[config.mk]
export PLATFORM = sky130hd
export DESIGN_NAME = dual_section_counter
export DESIGN_NICKNAME = d
export VERILOG_FILES = /design/src/rtl/dsc_pkg.sv /design/src/rtl/dsc_rst_sync.sv /design/src/rtl/dsc_sync.sv /design/src/rtl/dsc_fall_det.sv /design/src/rtl/dsc_lo_stage.sv /design/src/rtl/dsc_hi_stage.sv /design/src/rtl/dual_section_counter.sv
export SDC_FILE = /design/constraint.sdc
export NUM_CORES = 1
export LEC_CHECK = 0
export ABC_AREA = 1
export BUFFER_PORTS_ARGS = -buffer_cell sky130_fd_sc_hd__buf_2
export CAP_MARGIN = 20
export CORE_UTILIZATION = 45
export DETAILED_ROUTE_END_ITERATION = 16
export PLACE_DENSITY = 0.66
export RECOVER_POWER = 50
export SYNTH_ARGS = -nofsm -noshare
export SYNTH_HDL_FRONTEND = slang
export SYNTH_SLANG_ARGS = --single-unit
[constraint.sdc]
create_clock -name clk -period 1.7 [get_ports clk]
set_input_delay 0.34 -clock clk [delete_from_list [all_inputs] [get_ports clk]]
set_output_delay 0.34 -clock clk [all_outputs]
set_load 0.005 [all_outputs]
[src/rtl/dsc_pkg.sv]
package dsc_pkg;
   localparam int Q_W  = 4;
   localparam int HI_W = Q_W - 1;

   typedef enum logic [1:0] {
      CHAIN_NONE     = 2'd0,
      CHAIN_LO_TO_HI = 2'd1,
      CHAIN_HI_TO_LO = 2'd2
   } chain_e;
endpackage

[src/rtl/dsc_rst_sync.sv]
module dsc_rst_sync #(
   parameter int STAGES = 2
) (
   input  logic clk,
   input  logic arst_n,
   output logic rst_ok
);
   logic [STAGES-1:0] chain;

   always_ff @(posedge clk or negedge arst_n) begin
      if (!arst_n) chain <= '0;
      else         chain <= {chain[STAGES-2:0], 1'b1};
   end

   assign rst_ok = chain[STAGES-1];
endmodule

[src/rtl/dsc_sync.sv]
module dsc_sync #(
   parameter int               WIDTH  = 1,
   parameter int               STAGES = 2,
   parameter logic [WIDTH-1:0] IDLE   = '0
) (
   input  logic             clk,
   input  logic             rst_n,
   input  logic [WIDTH-1:0] d,
   output logic [WIDTH-1:0] q
);
   logic [STAGES-1:0][WIDTH-1:0] stg;

   always_ff @(posedge clk or negedge rst_n) begin
      if (!rst_n) stg <= {STAGES{IDLE}};
      else        stg <= {stg[STAGES-2:0], d};
   end

   assign q = stg[STAGES-1];
endmodule

[src/rtl/dsc_fall_det.sv]
module dsc_fall_det (
   input  logic clk,
   input  logic rst_n,
   input  logic lvl,
   output logic fall
);
   logic prev;

   always_ff @(posedge clk or negedge rst_n) begin
      if (!rst_n) prev <= 1'b1;
      else        prev <= lvl;
   end

   assign fall = prev & ~lvl;
endmodule

[src/rtl/dsc_lo_stage.sv]
module dsc_lo_stage (
   input  logic clk,
   input  logic rst_n,
   input  logic en,
   input  logic load,
   input  logic d,
   output logic q0,
   output logic fall_o
);
   always_ff @(posedge clk or negedge rst_n) begin
      if (!rst_n)    q0 <= 1'b0;
      else if (load) q0 <= d;
      else if (en)   q0 <= ~q0;
   end

   // the output falls at the next edge
   assign fall_o = en & ~load & q0;

   AST_LO_TOGGLE: assert property (@(posedge clk) disable iff (!rst_n)
      (en && !load) |=> (q0 != $past(q0)));
   AST_LO_HOLD: assert property (@(posedge clk) disable iff (!rst_n)
      (!en && !load) |=> $stable(q0));
endmodule

[src/rtl/dsc_hi_stage.sv]
module dsc_hi_stage #(
   parameter bit DECADE = 1'b1
) (
   input  logic                  clk,
   input  logic                  rst_n,
   input  logic                  en,
   input  logic                  load,
   input  logic [dsc_pkg::HI_W-1:0] d,
   output logic [dsc_pkg::HI_W-1:0] q,
   output logic                  msb_fall_o
);
   localparam int W = dsc_pkg::HI_W;
   localparam logic [W-1:0] LAST_DEC = W'(4);

   logic [W-1:0] nxt;

   if (DECADE) begin : g_div5
      always_comb begin
         if (q >= LAST_DEC) nxt = '0;
         else               nxt = q + W'(1);
      end

      AST_HI_RANGE: assert property (@(posedge clk) disable iff (!rst_n)
         (en && !load) |=> (q <= LAST_DEC));
      AST_HI_DEC_STEP: assert property (@(posedge clk) disable iff (!rst_n)
         (en && !load && q < LAST_DEC) |=> (q == $past(q) + W'(1)));
   end else begin : g_div8
      always_comb nxt = q + W'(1);

      AST_HI_BIN_STEP: assert property (@(posedge clk) disable iff (!rst_n)
         (en && !load) |=> (q == $past(q) + W'(1)));
   end

   always_ff @(posedge clk or negedge rst_n) begin
      if (!rst_n)    q <= '0;
      else if (load) q <= d;
      else if (en)   q <= nxt;
   end

   assign msb_fall_o = en & ~load & q[W-1] & ~nxt[W-1];

   AST_HI_HOLD: assert property (@(posedge clk) disable iff (!rst_n)
      (!en && !load) |=> $stable(q));
endmodule

[src/rtl/dual_section_counter.sv]
module dual_section_counter #(
   parameter bit              DECADE      = 1'b1,
   parameter dsc_pkg::chain_e CHAIN       = dsc_pkg::CHAIN_NONE,
   parameter int              SYNC_STAGES = 2
) (
   input  logic       clk,
   input  logic       mr_n,
   input  logic       pl_n,
   input  logic       cp0,
   input  logic       cp1,
   input  logic [3:0] p,
   output logic [3:0] q
);
   localparam int QW  = dsc_pkg::Q_W;
   localparam int HW  = dsc_pkg::HI_W;
   localparam int LDW = QW + 1;

   if (SYNC_STAGES < 2) begin : g_bad_sync
      $error("SYNC_STAGES must be at least 2");
   end
   if (QW != 4) begin : g_bad_width
      $error("counter width must be 4");
   end
   if (!DECADE && CHAIN == dsc_pkg::CHAIN_HI_TO_LO) begin : g_note_bq
      // allowed: q[0] then divides the high-section wrap by two
   end

   logic          rst_ok;
   logic [1:0]    cp_s;
   logic [LDW-1:0] ld_s;
   logic          pl_act;
   logic [QW-1:0] p_s;
   logic          cp0_fall, cp1_fall;
   logic          lo_en, hi_en;
   logic          lo_fall, hi_msb_fall;
   logic          q0;
   logic [HW-1:0] qh;

   dsc_rst_sync #(.STAGES(SYNC_STAGES)) u_rst (
      .clk(clk), .arst_n(mr_n), .rst_ok(rst_ok)
   );

   dsc_sync #(.WIDTH(2), .STAGES(SYNC_STAGES), .IDLE(2'b11)) u_cp_sync (
      .clk(clk), .rst_n(rst_ok), .d({cp1, cp0}), .q(cp_s)
   );

   dsc_sync #(.WIDTH(LDW), .STAGES(SYNC_STAGES), .IDLE({1'b1, {QW{1'b0}}})) u_ld_sync (
      .clk(clk), .rst_n(rst_ok), .d({pl_n, p}), .q(ld_s)
   );

   assign pl_act = ~ld_s[LDW-1];
   assign p_s    = ld_s[QW-1:0];

   dsc_fall_det u_fd0 (.clk(clk), .rst_n(rst_ok), .lvl(cp_s[0]), .fall(cp0_fall));
   dsc_fall_det u_fd1 (.clk(clk), .rst_n(rst_ok), .lvl(cp_s[1]), .fall(cp1_fall));

   if (CHAIN == dsc_pkg::CHAIN_LO_TO_HI) begin : g_lo_hi
      logic unused_sink;
      assign lo_en       = cp0_fall;
      assign hi_en       = lo_fall;
      assign unused_sink = cp1_fall ^ hi_msb_fall;

      AST_CHAIN_LO_HI: assert property (@(posedge clk) disable iff (!rst_ok)
         (q0 && lo_en && !pl_act) |=> (qh != $past(qh)));
   end else if (CHAIN == dsc_pkg::CHAIN_HI_TO_LO) begin : g_hi_lo
      logic unused_sink;
      assign hi_en       = cp1_fall;
      assign lo_en       = hi_msb_fall;
      assign unused_sink = cp0_fall ^ lo_fall;

      AST_CHAIN_HI_LO: assert property (@(posedge clk) disable iff (!rst_ok)
         ($fell(qh[HW-1]) && !$past(pl_act)) |-> (q0 != $past(q0)));
   end else begin : g_free
      logic unused_sink;
      assign lo_en       = cp0_fall;
      assign hi_en       = cp1_fall;
      assign unused_sink = lo_fall ^ hi_msb_fall;
   end

   dsc_lo_stage u_lo (
      .clk(clk), .rst_n(rst_ok), .en(lo_en), .load(pl_act),
      .d(p_s[0]), .q0(q0), .fall_o(lo_fall)
   );

   dsc_hi_stage #(.DECADE(DECADE)) u_hi (
      .clk(clk), .rst_n(rst_ok), .en(hi_en), .load(pl_act),
      .d(p_s[QW-1:1]), .q(qh), .msb_fall_o(hi_msb_fall)
   );

   assign q = {qh, q0};

   AST_LOAD_WINS: assert property (@(posedge clk) disable iff (!rst_ok)
      pl_act |=> (q == $past(p_s)));
   AST_CLEAR_HELD: assert property (@(posedge clk) disable iff (!mr_n)
      $rose(rst_ok) |-> (q == '0));
endmodule

==> impl_metrics.json <==
{
  "post_cts_buffers": 0,
  "grt_pass1_wl_um": 1552,
  "cp.required_ns": 1.36,
  "final_hold_viol_count": 0,
  "grt_pass1_vias": 385,
  "seq_area_frac_synth": 0.7619,
  "cts_tree": "done",
  "tightestPinTransition_ns": 0.7516,
  "p_per_area_nw_per_um2": 1091,
  "cp.buffers_inverters": 1,
  "clk_pin_slew_ns": 0.11,
  "tns_ns": 0,
  "avgViaCountPerCell": 4.366,
  "ios": 13,
  "clock_sinks": 22,
  "critical-path-top-delay-family": "flip-flops",
  "syn2layout_area_growth_pct": 15.99,
  "holdCritPathClass": "in -> reg",
  "io_buffers": 12,
  "max_stage_delay_ns": 0.43,
  "power_uw": 931.2,
  "die_h_um": 42.44,
  "wirelength_um": 859,
  "fin_skew_ns": 0.006951,
  "cp_cell_sequence": "buf_2",
  "cts_buffers": 3,
  "slew_headroom": 0.4989,
  "start_util": 0.4828,
  "critPathArrivalTime_ns": 0.86,
  "status": "complete, no violations",
  "clk_latency_ns": 0.29,
  "fill_cells": 141,
  "slew_viol_final": 0,
  "seq_power_share": 0.640,
  "intPower_uw": 731.2,
  "grt-ovfl-total": 0,
  "setup_violations": 0,
  "maxCapViolations": 0,
  "rsz0062_at_grt": "false",
  "grt_use_total": 0.1169,
  "clockPowerShare": 0.285,
  "fmaxAchievable_mhz": 835.3,
  "fin_crit_sh": 0.7042,
  "antenna_found_initial": 0,
  "drive_above_1_share": 0.3247,
  "drt_iter0_markers": 1,
  "vias": 406,
  "synth_seq_cells": 22,
  "die_w_um": 42.44,
  "cts_buffer_depth": 2,
  "syn_area_per_cell_um2": 12.06,
  "critical_path.endpoint_type": "output pin",
  "syn_nets": 72,
  "placed_cell_area_um2": 808.3,
  "postLayoutCellArea_um2": 853.3,
  "core_um2": 1524,
  "syn_area_um2": 735.7,
  "irDropWorstVdd_v": 0.0007295,
  "ant_nets": 0,
  "fin_crit_ns": 1.197,
  "cts_root_buf": "clkbuf_4",
  "dieArea_um2": 1801,
  "n_antenna_cell": 0,
  "rows": 14,
  "layout.nets": 89,
  "yosys_warnings": 0,
  "ys_types": 12,
  "wl_per_cell_um": 9.237,
  "start_kind": "register",
  "power_leakage_uw": 0.0004488,
  "drc_errors": 0,
  "cts.htree.levels": 1,
  "grt_start_max_net_pins": 21,
  "final_cells": 93,
  "combinationalPowerShare": 0.075,
  "switching_power_uw": 200.0,
  "crit_path_max_fanout": 5,
  "place_inst": 88,
  "synthCells": 61,
  "slowest_stage": "dfrtp_1",
  "switching_share": 0.2148,
  "first_pass_iters": 2,
  "post-dp-hpwl_um": 610.2,
  "gp_congestion": 0.8001,
  "crit_type": "reg -> out"
}
metrics by stage:
step                      hold WS, ns  setup WS, ns    util
after floorplan               0.04441        0.6684       -
after global placement         0.1267        0.6716  0.5304
after detailed placement       0.1257        0.6204  0.5304
after CTS                      0.1237        0.4796  0.5608
after global routing           0.1065        0.4547  0.5599
final                          0.1339        0.5029  0.5599
metal layers:
layer,up-vias,GRT usage,part of all wire
li1,209,-,-
met1,186,0.1622,0.51
met2,11,0.1754,0.44
met3,0,0.03879,0.045
met4,0,0.03750,0
met5,-,0,0
layout by cell type, fill, tap and decap left out, types with 2 or more instances in the layout:
cell       n
clkbuf_4   3
nand3_1    3
buf_2     11
nand2_1   22
ha_1       2
dfrtp_1   14
inv_1      6
dfstp_2    8
synth_stat cells:
cell	count	area, um^2
o21ai_1	1	5.000
nor2_1	1	3.750
inv_2	1	3.750
nand2_1	22	82.58
conb_1	1	3.750
dfrtp_1	14	350.3
buf_4	1	7.510
inv_1	6	22.52
ha_1	2	25.02
nand2_2	1	6.260
nand3_1	3	15.01
dfstp_2	8	210.2
flip-flops by register name (all words and copies together) (netlist names):
signal / count
u_cp_sync.q: 2
u_cp_sync.stg: 2
u_fd0.prev: 1
u_fd1.prev: 1
u_hi.q: 3
u_ld_sync.q: 5
u_ld_sync.stg: 5
u_lo.q0: 1
u_rst.chain: 2
power groups by stage:
stage | combinational [uW] | clock [uW] | sequential, uW
3_3_place_gp | 67.2 | 0 | 604
3_5_place_dp | 69.6 | 0 | 607
6_report | 69.9 | 265 | 596
2_1_floorplan | 43.7 | 0 | 601
5_1_grt | 82.3 | 303 | 602
4_1_cts | 71.6 | 277 | 597
final timing paths:
kind                                 from          endpoint  slack [ns]  cells after the start
min                                  pl_n  u_ld_sync.stg[4]        0.13                      1
min reg2reg                u_rst.chain[1]  u_ld_sync.stg[3]        0.32                      0
max                             u_hi.q[0]              q[1]        0.50                      1
max in group asynchronous  u_rst.chain[1]    u_ld_sync.q[1]        0.91                      0
max reg2reg                     u_hi.q[0]         u_hi.q[1]        0.62                      6
min in group asynchronous  u_rst.chain[1]  u_ld_sync.stg[3]        0.32                      0
timing repair:
| action | 4_1_cts | 5_1_grt |
|---|---|---|
| hold buffers | 1 | 0 |
| endpoints found under the hold margin | 2 | 0 |
| resized for setup | 0 | 0 |
layout make-up:
cell class,instances,area [um^2],share of cell area
tap,16,20.02,0.02346
timing repair buffer,13,68.82,0.08065
clock buffer,4,36.28,0.04252
sequential,22,560.5,0.6569
multi-input combinational,31,141.4,0.1657
inverter,7,26.28,0.03079
kinds of logic (layout without fill, tap and decap cells):
kind of cell               after synthesis  in the layout  share of synthesized area
DFF                                     22             22                     0.7619
and+or+nand+nor                         27             27                     0.1463
AOI/OAI and AO/OA                        1              1                   0.006796
other                                    1              1                   0.005097
adders and majority gates                2              2                    0.03401
buffers and inverters                    8             24                    0.04592
Note: power is estimated with default switching activity, not from simulation.
